===== config.mk =====
export PLATFORM = sky130hd
export DESIGN_NAME = cfgseq_top
export DESIGN_NICKNAME = d
export VERILOG_FILES = /design/src/rtl/cfgseq_pkg.sv /design/src/rtl/cfgseq_dp.sv /design/src/rtl/cfgseq_ctrl.sv /design/src/rtl/cfgseq_top.sv
export SDC_FILE = /design/constraint.sdc
export NUM_CORES = 1
export LEC_CHECK = 0
export ABC_AREA = 1
export CAP_MARGIN = 15
export CORE_MARGIN = 1
export CORE_UTILIZATION = 60
export CTS_BUF_LIST = sky130_fd_sc_hd__clkbuf_2 sky130_fd_sc_hd__clkbuf_4 sky130_fd_sc_hd__clkbuf_8
export CTS_CLUSTER_DIAMETER = 120
export DETAILED_ROUTE_END_ITERATION = 10
export DONT_BUFFER_PORTS = 1
export PLACE_DENSITY_LB_ADDON = 0.12
export RECOVER_POWER = 25
export SLEW_MARGIN = 20
export SYNTH_ARGS = -nofsm -noshare
export SYNTH_HDL_FRONTEND = slang
export SYNTH_SLANG_ARGS = --single-unit

===== constraint.sdc =====
create_clock -name clk -period 2.27 [get_ports clk]
set_input_delay 0.1135 -clock clk [delete_from_list [all_inputs] [get_ports clk]]
set_output_delay 0.1135 -clock clk [all_outputs]
set_load 0.03 [all_outputs]

===== src/rtl/cfgseq_pkg.sv =====
package cfgseq_pkg;

  typedef enum logic [4:0] {
    S_IDLE, S_CHKMODE, S_WAITREL, S_DRVINIT, S_OVRON, S_CELOW, S_WAITREL2,
    S_PULSELO, S_WAITNSLO, S_PULSEHI, S_WAITNSHI, S_CHKCD, S_STREAM,
    S_WAITCD, S_WAITUM, S_RELEASE, S_FINAL, S_DONE, S_ERR
  } seqState_t;

  typedef enum logic [3:0] {
    E_NONE    = 4'd0,
    E_MODE    = 4'd1,
    E_REL     = 4'd2,
    E_REL2    = 4'd3,
    E_NSLOW   = 4'd4,
    E_NSHIGH  = 4'd5,
    E_POSTCHK = 4'd6,
    E_STREAM  = 4'd7,
    E_CDTMO   = 4'd8,
    E_CDNS    = 4'd9,
    E_UMTMO   = 4'd10,
    E_FINAL   = 4'd11
  } errCode_t;

  typedef struct packed {
    logic     tmrClr;
    logic     drvInit;
    logic     ovrOn;
    logic     ceLow;
    logic     cfgLow;
    logic     cfgHigh;
    logic     streamOn;
    logic     streamOff;
    logic     releaseAll;
    logic     errLoad;
    logic     errClr;
    errCode_t errVal;
  } seqStrobe_t;

endpackage


===== src/rtl/cfgseq_dp.sv =====
module cfgseq_dp
  import cfgseq_pkg::*;
#(
  parameter int TW = 16
) (
  input  logic          clk,
  input  logic          rstN,
  input  seqStrobe_t    stb,
  input  logic [TW-1:0] timeoutLimit,
  output logic          tmo,
  output logic          nCe,
  output logic          nConfig,
  output logic          prRequest,
  output logic          nStatusOe,
  output logic          confDoneOe,
  output logic          cfgOvrN,
  output logic          nConfigOvrN,
  output logic          nStatusOvrN,
  output logic          confDoneOvrN,
  output logic          dataEn,
  output logic          clkEn,
  output logic [3:0]    errCode
);

  localparam logic [TW-1:0] CNT_MAX = {TW{1'b1}};

  logic [TW-1:0] cnt;

  // Wait-state cycle counter: cleared on every state change, saturating.
  always_ff @(posedge clk or negedge rstN) begin
    if (!rstN)                cnt <= '0;
    else if (stb.tmrClr)      cnt <= '0;
    else if (cnt != CNT_MAX)  cnt <= cnt + 1'b1;
  end

  assign tmo = (cnt >= timeoutLimit);

  // Chip enable and nCONFIG drive.
  always_ff @(posedge clk or negedge rstN) begin
    if (!rstN) begin
      nCe     <= 1'b1;
      nConfig <= 1'b1;
    end else if (stb.releaseAll || stb.drvInit) begin
      nCe     <= 1'b1;
      nConfig <= 1'b1;
    end else begin
      if (stb.ceLow)   nCe     <= 1'b0;
      if (stb.cfgLow)  nConfig <= 1'b0;
      if (stb.cfgHigh) nConfig <= 1'b1;
    end
  end

  // Fixed drive values applied at takeover.
  always_ff @(posedge clk or negedge rstN) begin
    if (!rstN) begin
      prRequest  <= 1'b0;
      nStatusOe  <= 1'b0;
      confDoneOe <= 1'b0;
    end else if (stb.drvInit) begin
      prRequest  <= 1'b0;
      nStatusOe  <= 1'b0;
      confDoneOe <= 1'b0;
    end
  end

  // Override enables (active low).
  always_ff @(posedge clk or negedge rstN) begin
    if (!rstN) begin
      cfgOvrN      <= 1'b1;
      nConfigOvrN  <= 1'b1;
      nStatusOvrN  <= 1'b1;
      confDoneOvrN <= 1'b1;
    end else if (stb.releaseAll) begin
      cfgOvrN      <= 1'b1;
      nConfigOvrN  <= 1'b1;
    end else if (stb.ovrOn) begin
      cfgOvrN      <= 1'b0;
      nConfigOvrN  <= 1'b0;
      nStatusOvrN  <= 1'b1;
      confDoneOvrN <= 1'b1;
    end
  end

  // Data and clock enables.
  always_ff @(posedge clk or negedge rstN) begin
    if (!rstN) begin
      dataEn <= 1'b0;
      clkEn  <= 1'b0;
    end else if (stb.releaseAll || stb.streamOff || stb.drvInit) begin
      dataEn <= 1'b0;
      clkEn  <= 1'b0;
    end else if (stb.streamOn) begin
      dataEn <= 1'b1;
      clkEn  <= 1'b1;
    end
  end

  // Error code register.
  always_ff @(posedge clk or negedge rstN) begin
    if (!rstN)            errCode <= E_NONE;
    else if (stb.errLoad) errCode <= stb.errVal;
    else if (stb.errClr)  errCode <= E_NONE;
  end


  err_hold_chk: assert property (@(posedge clk) disable iff (!rstN)
    (!stb.errLoad && !stb.errClr) |=> $stable(errCode));


  tmr_restart_chk: assert property (@(posedge clk) disable iff (!rstN)
    stb.tmrClr |=> !tmo || (timeoutLimit == '0));

endmodule


===== src/rtl/cfgseq_ctrl.sv =====
module cfgseq_ctrl
  import cfgseq_pkg::*;
#(
  parameter int MW = 3
) (
  input  logic          clk,
  input  logic          rstN,
  input  logic          start,
  input  logic [MW-1:0] modeSel,
  input  logic          pinNConfig,
  input  logic          pinNStatus,
  input  logic          pinConfDone,
  input  logic          pinConfDoneOe,
  input  logic          pinUserMode,
  input  logic          streamEnd,
  input  logic          tmo,
  output seqStrobe_t    stb,
  output logic          busy,
  output logic          done
);

  seqState_t state, nxt;
  logic      linesFree;

  assign linesFree = !pinNConfig && !pinNStatus;

  always_ff @(posedge clk or negedge rstN) begin
    if (!rstN) state <= S_IDLE;
    else       state <= nxt;
  end

  always_comb begin
    nxt = state;
    stb = '0;
    stb.errVal = E_NONE;
    unique case (state)
      S_IDLE, S_DONE, S_ERR: begin
        if (start) begin
          nxt        = S_CHKMODE;
          stb.errClr = 1'b1;
        end
      end
      S_CHKMODE: begin
        if (|modeSel[MW-1:1]) begin
          nxt = S_ERR; stb.errLoad = 1'b1; stb.errVal = E_MODE; stb.releaseAll = 1'b1;
        end else begin
          nxt = S_WAITREL;
        end
      end
      S_WAITREL: begin
        if (linesFree) nxt = S_DRVINIT;
        else if (tmo) begin
          nxt = S_ERR; stb.errLoad = 1'b1; stb.errVal = E_REL; stb.releaseAll = 1'b1;
        end
      end
      S_DRVINIT: begin
        stb.drvInit = 1'b1;
        nxt = S_OVRON;
      end
      S_OVRON: begin
        stb.ovrOn = 1'b1;
        nxt = S_CELOW;
      end
      S_CELOW: begin
        stb.ceLow = 1'b1;
        nxt = S_WAITREL2;
      end
      S_WAITREL2: begin
        if (linesFree) nxt = S_PULSELO;
        else if (tmo) begin
          nxt = S_ERR; stb.errLoad = 1'b1; stb.errVal = E_REL2; stb.releaseAll = 1'b1;
        end
      end
      S_PULSELO: begin
        stb.cfgLow = 1'b1;
        nxt = S_WAITNSLO;
      end
      S_WAITNSLO: begin
        if (!pinNStatus) nxt = S_PULSEHI;
        else if (tmo) begin
          nxt = S_ERR; stb.errLoad = 1'b1; stb.errVal = E_NSLOW; stb.releaseAll = 1'b1;
        end
      end
      S_PULSEHI: begin
        stb.cfgHigh = 1'b1;
        nxt = S_WAITNSHI;
      end
      S_WAITNSHI: begin
        if (pinNStatus) nxt = S_CHKCD;
        else if (tmo) begin
          nxt = S_ERR; stb.errLoad = 1'b1; stb.errVal = E_NSHIGH; stb.releaseAll = 1'b1;
        end
      end
      S_CHKCD: begin
        if (!pinConfDone && pinConfDoneOe) begin
          nxt = S_STREAM; stb.streamOn = 1'b1;
        end else begin
          nxt = S_ERR; stb.errLoad = 1'b1; stb.errVal = E_POSTCHK; stb.releaseAll = 1'b1;
        end
      end
      S_STREAM: begin
        if (streamEnd) begin
          nxt = S_WAITCD; stb.streamOff = 1'b1;
        end else if (tmo) begin
          nxt = S_ERR; stb.errLoad = 1'b1; stb.errVal = E_STREAM; stb.releaseAll = 1'b1;
        end
      end
      S_WAITCD: begin
        if (pinConfDone) nxt = S_WAITUM;
        else if (!pinNStatus) begin
          nxt = S_ERR; stb.errLoad = 1'b1; stb.errVal = E_CDNS; stb.releaseAll = 1'b1;
        end else if (tmo) begin
          nxt = S_ERR; stb.errLoad = 1'b1; stb.errVal = E_CDTMO; stb.releaseAll = 1'b1;
        end
      end
      S_WAITUM: begin
        if (pinUserMode) nxt = S_RELEASE;
        else if (tmo) begin
          nxt = S_ERR; stb.errLoad = 1'b1; stb.errVal = E_UMTMO; stb.releaseAll = 1'b1;
        end
      end
      S_RELEASE: begin
        stb.releaseAll = 1'b1;
        nxt = S_FINAL;
      end
      S_FINAL: begin
        if (pinUserMode && pinConfDone && pinNStatus) nxt = S_DONE;
        else begin
          nxt = S_ERR; stb.errLoad = 1'b1; stb.errVal = E_FINAL; stb.releaseAll = 1'b1;
        end
      end
      default: nxt = S_IDLE;
    endcase
    stb.tmrClr = (nxt != state);
  end

  assign busy = !(state inside {S_IDLE, S_DONE, S_ERR});
  assign done = (state == S_DONE);


  cd_abort_chk: assert property (@(posedge clk) disable iff (!rstN)
    (state == S_WAITCD && !pinConfDone && !pinNStatus) |=> (state == S_ERR));


  cd_first_chk: assert property (@(posedge clk) disable iff (!rstN)
    (state == S_WAITCD && pinConfDone) |=> (state == S_WAITUM));


  start_ign_chk: assert property (@(posedge clk) disable iff (!rstN)
    (busy && state != S_CHKMODE) |=> (state != S_CHKMODE));


  mode_chk: assert property (@(posedge clk) disable iff (!rstN)
    (state == S_CHKMODE && modeSel[MW-1:1] != '0) |=> (state == S_ERR));

endmodule


===== src/rtl/cfgseq_top.sv =====
module cfgseq_top
  import cfgseq_pkg::*;
#(
  parameter int TW = 16,
  parameter int MW = 3
) (
  input  logic          clk,
  input  logic          rstN,
  input  logic          start,
  input  logic [TW-1:0] timeoutLimit,
  input  logic [MW-1:0] modeSel,
  input  logic          pinNConfig,
  input  logic          pinNStatus,
  input  logic          pinConfDone,
  input  logic          pinConfDoneOe,
  input  logic          pinUserMode,
  input  logic          streamEnd,
  output logic          nCe,
  output logic          nConfig,
  output logic          prRequest,
  output logic          nStatusOe,
  output logic          confDoneOe,
  output logic          cfgOvrN,
  output logic          nConfigOvrN,
  output logic          nStatusOvrN,
  output logic          confDoneOvrN,
  output logic          dataEn,
  output logic          clkEn,
  output logic          busy,
  output logic          done,
  output logic [3:0]    errCode
);

  seqStrobe_t stb;
  logic       tmo;

  cfgseq_ctrl #(.MW(MW)) i_ctrl (
    .clk(clk), .rstN(rstN), .start(start), .modeSel(modeSel),
    .pinNConfig(pinNConfig), .pinNStatus(pinNStatus), .pinConfDone(pinConfDone),
    .pinConfDoneOe(pinConfDoneOe), .pinUserMode(pinUserMode), .streamEnd(streamEnd),
    .tmo(tmo), .stb(stb), .busy(busy), .done(done)
  );

  cfgseq_dp #(.TW(TW)) i_dp (
    .clk(clk), .rstN(rstN), .stb(stb), .timeoutLimit(timeoutLimit), .tmo(tmo),
    .nCe(nCe), .nConfig(nConfig), .prRequest(prRequest), .nStatusOe(nStatusOe),
    .confDoneOe(confDoneOe), .cfgOvrN(cfgOvrN), .nConfigOvrN(nConfigOvrN),
    .nStatusOvrN(nStatusOvrN), .confDoneOvrN(confDoneOvrN), .dataEn(dataEn),
    .clkEn(clkEn), .errCode(errCode)
  );


  stream_ovr_chk: assert property (@(posedge clk) disable iff (!rstN)
    dataEn |-> (!nCe && nConfig && !cfgOvrN && !nConfigOvrN && nStatusOvrN && confDoneOvrN));


  ncfg_ovr_chk: assert property (@(posedge clk) disable iff (!rstN)
    !nConfig |-> (!nConfigOvrN && !nCe));


  done_rel_chk: assert property (@(posedge clk) disable iff (!rstN)
    $rose(done) |-> (nCe && cfgOvrN && nConfigOvrN && !dataEn && errCode == 4'd0));


  err_rel_chk: assert property (@(posedge clk) disable iff (!rstN)
    (!busy && !done && errCode != 4'd0) |-> (nCe && nConfig && cfgOvrN && nConfigOvrN && !dataEn && !clkEn));

endmodule


Word level (Yosys, flattened, before mapping). Cells that the tools add are included.

Flip-flop bits (word level): 29. Input port bits: 28.

$add $sub $neg: 1. Order comparisons: 1. Equality and inequality tests: 20. Muxes and demuxes: 70. Reduce and logical (&&, ||, !) cells: 22.

Operators with widths (count): 5-bit one-hot mux with 17 select lines (1); 5-bit 2-to-1 mux (12); 4-bit 2-to-1 mux (13); 5-bit by 4-bit equality test with 1-bit output, second input constant (8); 4-bit one-hot mux with 10 select lines (1); 16-bit 2-to-1 mux (2); 2-bit 2-to-1 mux (14); 1-bit 2-to-1 mux (21); 5-bit by 3-bit equality test with 1-bit output, second input constant (4); 16-bit by 1-bit adder with 16-bit output, second input constant (1); 16-bit greater-or-equal comparator (1); 16-bit != test, second input constant (1); 5-bit equality test, second input constant (3); 3-bit 2-to-1 mux (4); 5-bit by 2-bit equality test with 1-bit output, second input constant (2); 1-bit one-hot mux with 10 select lines (1); 2-bit nonzero test (5); 1-bit one-hot mux with 9 select lines (1); 3-bit nonzero test (2); 5-bit by 1-bit equality test with 1-bit output, second input constant (1); 5-bit zero test (1); 5-bit != test (1); 1-bit logical AND (4); 1-bit zero test (4); other kinds (3) (6).

Longest topological paths before layout. Gate-level depths: netlist (run 1).

Depth after elaboration: 8. Depth in mapped cells: 21. Depth with buffers taken out: 20.

Modules after synthesis. A second synthesis (run 1) with hierarchy kept.

Cells, all modules: 436. Area, all modules: 2781.4 um2.

By module, submodules not included: cfgseq_dp (instances 1, cells an instance 241, area an instance 1744.2 um2); cfgseq_ctrl (instances 1, cells an instance 195, area an instance 1037.2 um2).

Worst setup path before layout (run 1). No wires, ideal clock.

Kind: reg2reg. From: register i_dp.cnt[7]. To: register i_dp.cnt[12]. Library setup time: 0.069 ns. Arrival time: 2.076 ns. Data required time: 2.201 ns. Slack: 0.125 ns. Stages on the path, launching flop included: 20. Period minus slack after synthesis: 2.145 ns. Cells stage by stage: dfrtp_1 ha_1 nand2_1 inv_1 nand2_1 nand2_1 nor2_1 nand2_1 nand2_1 nand2_2 nand2_1 nand2_1 nor2_2 nand2_1 nand2_1 nand2_1 nor2_1 nand2_2 buf_6 nor2_2.

Longest elaborated chain between the ends: 7. Elaborated cells on any way between the ends: 17. Those cells by class: add/sub: 1; order compare: 1; eq/ne: 2; mux: 12; reduce/logical: 1.

Ends and longest elaborated chain: from (decl) (line cfgseq_dp.sv:27) `logic [TW-1:0] cnt;`; from (signal assigned) (line cfgseq_dp.sv:33) `else if (cnt != CNT_MAX) cnt <= cnt + 1'b1;`; 16-bit greater-or-equal comparator * (line cfgseq_dp.sv:36) `assign tmo = (cnt >= timeoutLimit);`; 5-bit 2-to-1 mux *; 5-bit 2-to-1 mux (line cfgseq_ctrl.sv:110) `else if (!pinNStatus) begin`; 5-bit 2-to-1 mux (line cfgseq_ctrl.sv:109) `if (pinConfDone) nxt = S_WAITUM;`; 5-bit one-hot mux with 17 select lines * (line cfgseq_ctrl.sv:36) `unique case (state)`; named net i_ctrl.nxt[4] (line cfgseq_ctrl.sv:22) `seqState_t state, nxt;`; 5-bit != test * (line cfgseq_ctrl.sv:134) `stb.tmrClr = (nxt != state);`; 16-bit 2-to-1 mux / 2-bit nonzero test (equally long branches).

The timed path passes the listed nets; every way through them passes the cells marked *. The select of a mux whose other input is x is not followed. A chain may end at the register's enable or synchronous reset.

Final worst setup path (run 1).
From: register i_dp.cnt[11]. To: register i_dp.cnt[10].

Same word-level chain as after synthesis.

==> reports/qor.txt, run 1 <==
status: complete, but fails checks
violations in the final reports: capacitance limit, slew limit, setup timing
Multi-input gate area: 1730 µm²
Distinct cells, synth: 31
multiplexer area fraction after synthesis: 0.399%
Required @ worst endpoint: 2.49 ns
leakage: 0.00163 µW
CP Capture Type: flip-flop
ANT nets after route: 0
clock transition at the registers of the reported paths: 0.06 ns
Post-Syn Instances: 370
vias per cell: 5.45
Switch Pwr: 1310 µW
Slew Limit Fails: 30
clock skew: 0.00576 ns
Tot GR Track Use: 29.1%
Worst Path Arrival: 2.52 ns
class of the worst hold path: in2reg
row count: 23
DP HPWL: 4.41 mm
Worst-Skew Late Latency: 0.28 ns
area of the core: 4000 µm²
Synth Area in Compound Gates: 7.59%
Max IR drop VDD: 0.644 mV
FF-to-FF setup slack: -0.04 ns
layout cells sized above 1: 32.4%
Final Hold Vio Count: 0
TritonCTS clock tree: yes
Avg Inst Size Synth: 6.77 µm²
RR Startpoint: i_dp.cnt[11]$_DFFE_PN0P_
WHS: 0.0637 ns
RSZ-0062 raised after global routing: yes
routability cong.: 0.972
Final Cycle Share: 102%
die area: 4440 µm²
Logic pwr share: 51.0%
CP startpoint kind: flip-flop
area leader, netlist: dfrtp_1
top-count cell post-synth: nand2_1
Setup Viol. Count Final: 16
main flop type after synthesis: dfrtp_1
Seq/Total Area, Yosys: 29.1%
ranking of synthesized cells by area: dfrtp_1 (26%), nand2_1 (13%), ha_1 (8.5%), inv_1 (8.1%), nor2_1 (6.0%)
Yosys warnings: 0
area fraction of the dominant cell type after synthesis: 26.0%
area delta synth->final: 27.9%
via count: 2497
Hold Startpoint: pinNStatus
vias in the first global route: 2270
maxcap violations: 1
initial antenna violation count: 0
Sw Ratio: 45.2%
I/O pin total: 45
simple logic cell fraction of the synthesized area: 38.3%
gr ovfl total: 0
Max Fclk: 0.433 GHz
clock group share of total power: 19.3%
commonest cells in the netlist: nand2_1 (87), inv_1 (54), nor2_1 (40), dfrtp_1 (26), nor2_2 (18)
Worst slew margin: -4.55%
min Tclk post-route: 2.31 ns
H-tree Lvls: 2
register area: 733 µm²
DRC violations left: 0
port bufs: 0
setup ws final: -0.0372 ns
Nets: 452
die width: 66.6 µm
largest family of logic cells by synthesized area: simple AND/OR/NAND/NOR gates
flops & latches, synth: 29
Die H: 66.6 µm
root buf cell: clkbuf_8
XOR/XNOR Fraction of Synth Area: 2.80%
P_int: 1590 µW
final setup TNS: -0.316 ns
area share of fa/ha/maj cells after synthesis: 8.49%
Max Buffers Root-to-Sink: 2
CP max FO: 8
WS Path Type: reg2reg
Reg power frac: 29.7%
critical path launch point: i_dp.cnt[11]$_DFFE_PN0P_
drt pass-1 iters: 4
Post-synth EDFFs: 0
DRT iter0 DRCs: 106
DR WL/cell: 13.9 µm
Sink Count: 29
Power per Cell Area: 907 nW/µm²
first-pass GRT wire length: 9.69 mm
largest net degree at the start of global routing: 30
Synth Cell Area: 2510 µm²
fillers: 270
Initial Utilization: 62.7%
Post-Route WL: 6.35 mm
Least-Margin Pin Slew: 1.57 ns
cts bufs inserted: 5
diode count: 0
ys async rst share: 100%
## critical path, stage by stage (launching register included)
cell and delay, ns:
dfrtp_1 0.38, ha_1 0.32, nand2_1 0.07, inv_1 0.04, nand2_1 0.07, a21oi_2 0.08
nor2_4 0.18, nand2_4 0.15, nand2_4 0.09, nand2_1 0.08, nor2_4 0.10, nand2_2 0.06
nand2_2 0.06, nand2_2 0.06, nor2_2 0.09, nand2_2 0.10, clkbuf_16 0.19, nor2_4 0.09
## cells in the final DEF, fill, tap and decap left out, types with 14 or more instances in the layout
cell type  netlist  layout
nor2_1          40      30
nand2_2          7      17
nand3_1         17      14
dfrtp_1         26      23
nor2_2          18      14
nor3_1          16      16
nor2_4           0      14
nand2_1         87      72
buf_4           10      32
inv_1           54      51
## through the flow
step                total power (µW)  util (%)  area [µm²]  cells  setup slack, ns
global route                    3090      80.1        3200    458           -0.182
finish                          2910      80.1        3200    458          -0.0372
CTS                             2760      75.6        3020    455          -0.0277
floorplan                       1700         -        2520    373            0.125
detailed placement              2010      68.0        2720    441           -0.109
global placement                2000      68.0        2720    441         -0.00936
## timing repair
item	in CTS	in global routing
endpoints found under the setup margin	18	21
hold buffers	2	0
hold endpoints to repair	29	0
gates resized for setup	28	45
pin swaps	19	6
setup buffers	4	3
gates cloned	1	0
## routing by layer
| metal | vias up | routed length, µm | global-route usage (%) | part of all wire (%) |
|---|---|---|---|---|
| li1 | 1248 | - | - | - |
| met1 | 1137 | 2660 | 34.7 | 42 |
| met2 | 89 | 3180 | 49.2 | 50 |
| met3 | 23 | 304 | 5.14 | 4.8 |
| met4 | 0 | 209 | 15.4 | 3.3 |
| met5 | - | 0 | 0 | 0 |
## final cells by class
type / instances / share of cell area (%)
Clock buffer: 7 / 2.81
Clock inverter: 1 / 0.937
Inverter: 61 / 7.15
Multi-Input combinational cell: 271 / 53.9
Sequential cell: 29 / 22.9
Tap cell: 50 / 1.95
Timing Repair Buffer: 39 / 10.4
## sequential cells by signal (all words and copies together) (netlist names)
register          cells
i_ctrl.state          5
i_dp.cnt             16
i_dp.dataEn           1
i_dp.errCode          4
i_dp.nCe              1
i_dp.nConfig          1
i_dp.nConfigOvrN      1
## power groups by stage
stage | registers [µW] | logic, µW | clock network, µW
after floorplan | 768 | 936 | 0
after global placement | 857 | 1140 | 0
after detailed placement | 855 | 1150 | 0
after CTS | 848 | 1340 | 573
after global routing | 874 | 1620 | 603
final | 863 | 1480 | 561
## kinds of logic (layout without fill, tap and decap cells)
group,after synthesis,count (layout)
AND/OR/NAND/NOR,207,207
adder cells (fa/ha/maj),17,17
XOR/XNOR,8,8
other,2,5
AO/OA/AOI/OAI,33,33
multiplexers,1,1
buffers and inverters,73,108
flip-flops,29,29
## path summary, 6_finish.rpt
kind | to | cells past startpoint
min reg2reg | i_dp.nCe$_DFFE_PN1P_ | 2
min | i_ctrl.state[0]$_DFF_PN0_ | 3
min in group asynchronous | i_dp.cnt[14]$_DFFE_PN0P_ | 2
max in group asynchronous | i_ctrl.state[4]$_DFF_PN0_ | 2
max | i_dp.cnt[10]$_DFFE_PN0P_ | 17
max reg2reg | i_dp.cnt[10]$_DFFE_PN0P_ | 17
No activity file was read; power rests on OpenSTA's default activity.
==> run 2, diff against run 1 <==
--- a/config.mk
+++ b/config.mk
@@ -5,7 +5,6 @@
 export SDC_FILE = /design/constraint.sdc
 export NUM_CORES = 1
 export LEC_CHECK = 0
-export ABC_AREA = 1
 export CAP_MARGIN = 15
 export CORE_MARGIN = 1
 export CORE_UTILIZATION = 60
==> run 2 against run 1 <==
Net effect: the run still ends with capacitance limit, slew limit, setup timing left; power grew 46%; setup slack lost 0.26 ns; register-to-register slack lost 0.26 ns; count of clock-buffer cells in the layout increased by 1; cell area up 8.4%; routed wire length rose by 21%; non-clock buffer count is 34 higher; cell count shrank 5.9%; sequential power is 8.2% higher; via count up 9.0%; largest power group unchanged.
==> reports/qor.txt, run 2 <==
port bufs: 0 (unchanged)
Sink Count: 29 (unchanged)
RR Startpoint: i_dp.cnt[0]$_DFFE_PN0P_
Multi-input gate area: 1890 µm² (+9.4%)
Initial Utilization: 62.4% (-0.27 points)
violations in the final reports: capacitance limit, slew limit, setup timing
area fraction of the dominant cell type after synthesis: 24.0% (-2.0 points)
DRT iter0 DRCs: 357 (+240%)
reg2reg end: i_ctrl.state[4]$_DFF_PN0_
FF-to-FF path depth: 9 (-8)
top-count cell post-synth: nor2_1
TritonCTS clock tree: yes
RSZ-0062 raised after global routing: yes
Nets: 423 (-6.4%)
DP Area: 3200 µm² (+18%)
H-tree Lvls: 2 (unchanged)
CP max FO: 4 (-4)
Final Hold Vio Count: 0 (unchanged)
cts bufs inserted: 5 (unchanged)
setup ws final: -0.294 ns (-0.257 ns)
P_int: 2180 µW (+37%)
Hold Startpoint: streamEnd
Final Cycle Share: 113% (+11 points)
root buf cell: clkbuf_8
fillers: 293 (+8.5%)
ys async rst share: 100% (unchanged)
Max Buffers Root-to-Sink: 2 (unchanged)
routability cong.: 0.937 (-3.6%)
Endpoint, Worst Hold: i_ctrl.state[1]$_DFF_PN0_
Seq/Total Area, Yosys: 26.9% (-2.3 points)
Sw Ratio: 48.6% (+3.4 points)
Post-Syn Instances: 316 (-15%)
clock transition at the registers of the reported paths: 0.07 ns (about the same)
final setup TNS: -5.96 ns (-5.65 ns)
Post-synth EDFFs: 0 (unchanged)
die area: 4800 µm² (+8.1%)
Slew Limit Fails: 30 (unchanged)
Post-Route WL: 7.71 mm (+21%)
I/O pin total: 45 (unchanged)
area of the core: 4350 µm² (+8.9%)
CP Capture Type: flip-flop
Synth Cell Area: 2720 µm² (+8.4%)
DRC violations left: 0 (unchanged)
Tot GR Track Use: 33.2% (+4.1 points)
DP HPWL: 5.40 mm (+22%)
layout cells sized above 1: 34.3% (+1.9 points)
ranking of synthesized cells by area: dfrtp_1 (24%), ha_1 (7.8%), nor2_1 (3.7%), nor3_2 (3.7%), inv_1 (3.3%)
Reg power frac: 22.0% (-7.7 points)
crit path cell chain: inv_1 > ha_1 > nand2b_4 > a2111o_1 > a221oi_4 > buf_4 > o21a_1 > a21oi_2 > or4_1
Power per Cell Area: 1220 nW/µm² (+35%)
DR WL/cell: 17.9 µm (+29%)
area leader, netlist: dfrtp_1
commonest cells in the netlist: nor2_1 (27), dfrtp_1 (26), inv_1 (24), nand2_1 (20), ha_1 (17)
biggest regs: i_dp.cnt: 16 flops, i_ctrl.state: 5 flops, i_dp.errCode: 4 flops
Max IR drop VDD: 1.41 mV (+120%)
Switch Pwr: 2060 µW (+57%)
critical path's largest stage delay: 0.48 ns (+0.10 ns)
Logic pwr share: 66.9% (+16 points)
Worst-Skew Late Latency: 0.29 ns (about the same)
Avg Inst Size Synth: 8.60 µm² (+27%)
Reg with most FFs: i_dp.cnt
Hold Path Depth: 2 (-1)
Setup Viol. Count Final: 25 (+9)
ANT nets after route: 0 (unchanged)
Distinct cells, synth: 67 (+120%)
max reg flops: 16 (unchanged)
gr ovfl total: 0 (unchanged)
area delta synth->final: 27.8% (about the same)
post-route cell area: 3470 µm² (+8.4%)
row count: 24 (+4.3%)
min Tclk post-route: 2.56 ns (+0.257 ns)
clock group share of total power: 11.1% (-8.2 points)
WS Path Type: reg2reg
clock skew: 0.00852 ns (+0.00276 ns)
vias per cell: 6.31 (+16%)
register area: 729 µm² (-0.51%)
drt pass-1 iters: 5 (+1)
Max Fclk: 0.390 GHz (-10%)
Required @ worst endpoint: 2.43 ns (-0.06 ns)
initial antenna violation count: 0 (unchanged)
maxcap violations: 1 (unchanged)
FF-to-FF setup slack: -0.29 ns (-0.26 ns)
vias in the first global route: 2566 (+13%)
commonest non-fill, non-tap cells in the layout: buf_4 (66), nor2_1 (26), dfrtp_1 (26)
slowest CP cell: or4_1
first-pass GRT wire length: 12.6 mm (+30%)
Worst slew margin: -8.11% (-3.6 points)
diode count: 0 (unchanged)
largest net degree at the start of global routing: 30 (unchanged)
critical path launch point: i_dp.cnt[0]$_DFFE_PN0P_
Die H: 69.3 µm (+4.0%)
CP startpoint kind: flip-flop
flops & latches, synth: 29 (unchanged)
Worst Path Arrival: 2.73 ns (+0.21 ns)
die width: 69.3 µm (+4.0%)
Least-Margin Pin Slew: 1.62 ns (+0.0534 ns)
Yosys warnings: 0 (unchanged)
commonest non-fill, non-tap cell in the layout: buf_4
status: complete, but fails checks
leakage: 0.00155 µW (-4.6%)
main flop type after synthesis: dfrtp_1
via count: 2721 (+9.0%)
class of the worst hold path: in2reg
==> run 2: cells by family after synthesis <==
logic type	after synthesis	synth area share, %
AO/OA/AOI/OAI	71	20.7
XOR/XNOR	11	3.55
adder cells (fa/ha/maj)	18	8.20
buffers and inverters	45	8.80
flip-flops	29	26.9
multiplexers	7	2.58
other	2	0.276
AND/OR/NAND/NOR	133	29.1
==> run 2: area by class of cell <==
cell class,count,area share (%)
tap,52,1.87
timing repair buffer,73,17.3
sequential,29,21.0
multi-input combinational,245,54.4
inverter,24,2.59
clock buffer,8,2.81
==> run 2: power by group through the flow <==
stage | Combinational (µW) | Sequential, µW | Clock, µW
global route | 3020 | 948 | 502
detailed placement | 2570 | 937 | 0
CTS | 2670 | 929 | 472
floorplan | 1750 | 850 | 0
finish | 2840 | 934 | 473
global placement | 2550 | 938 | 0
==> run 2: worst max path at each step <==
| stage | end | cells past startpoint |
|---|---|---|
| finish | i_ctrl.state[4]$_DFF_PN0_ | 9 |
| global route | i_ctrl.state[4]$_DFF_PN0_ | 9 |
| CTS | i_dp.cnt[8]$_DFFE_PN0P_ | 11 |
| detailed placement | i_dp.cnt[0]$_DFFE_PN0P_ | 10 |
| global placement | i_dp.cnt[0]$_DFFE_PN0P_ | 10 |
| floorplan | i_dp.cnt[14]$_DFFE_PN0P_ | 10 |
==> run 2: what timing repair did <==
item	4_1_cts	5_1_grt
setup endpoints to repair	24	26
hold buffers	2	0
endpoints found under the hold margin	29	0
gates cloned	0	0
resized for setup	13	8
pin swaps	10	4
setup buffers	4	2
==> run 2: through the flow <==
step	util, %	cells	hold slack, ns	power, µW	setup slack, ns
after floorplan	-	319	-0.182	2600	-0.212
after global placement	73.5	416	-0.181	3490	-0.146
after detailed placement	73.5	416	-0.181	3510	-0.260
after CTS	78.9	430	0.0904	4070	-0.202
after global routing	79.7	431	0.109	4470	-0.426
final	79.7	431	0.0976	4250	-0.294
==> run 2: metal layers <==
layer / wire (µm) / part of all wire, % / vias to the layer above / GRT usage (%)
met3: 627 / 8.1 / 13 / 7.27
met4: 119 / 1.5 / 0 / 8.16
li1: - / - / 1270 / -
met2: 3530 / 46 / 138 / 52.1
met1: 3440 / 45 / 1300 / 46.5
met5: 0 / 0 / - / 0
==> run 2: worst max-delay path: cells and delay by family (launching register included) <==
family	cells	cell delay (ns)
buffers and inverters	2	0.21
and+or+nand+nor	2	0.62
AOI/OAI and AO/OA	4	1.00
DFF	1	0.35
adders and majority gates	1	0.27
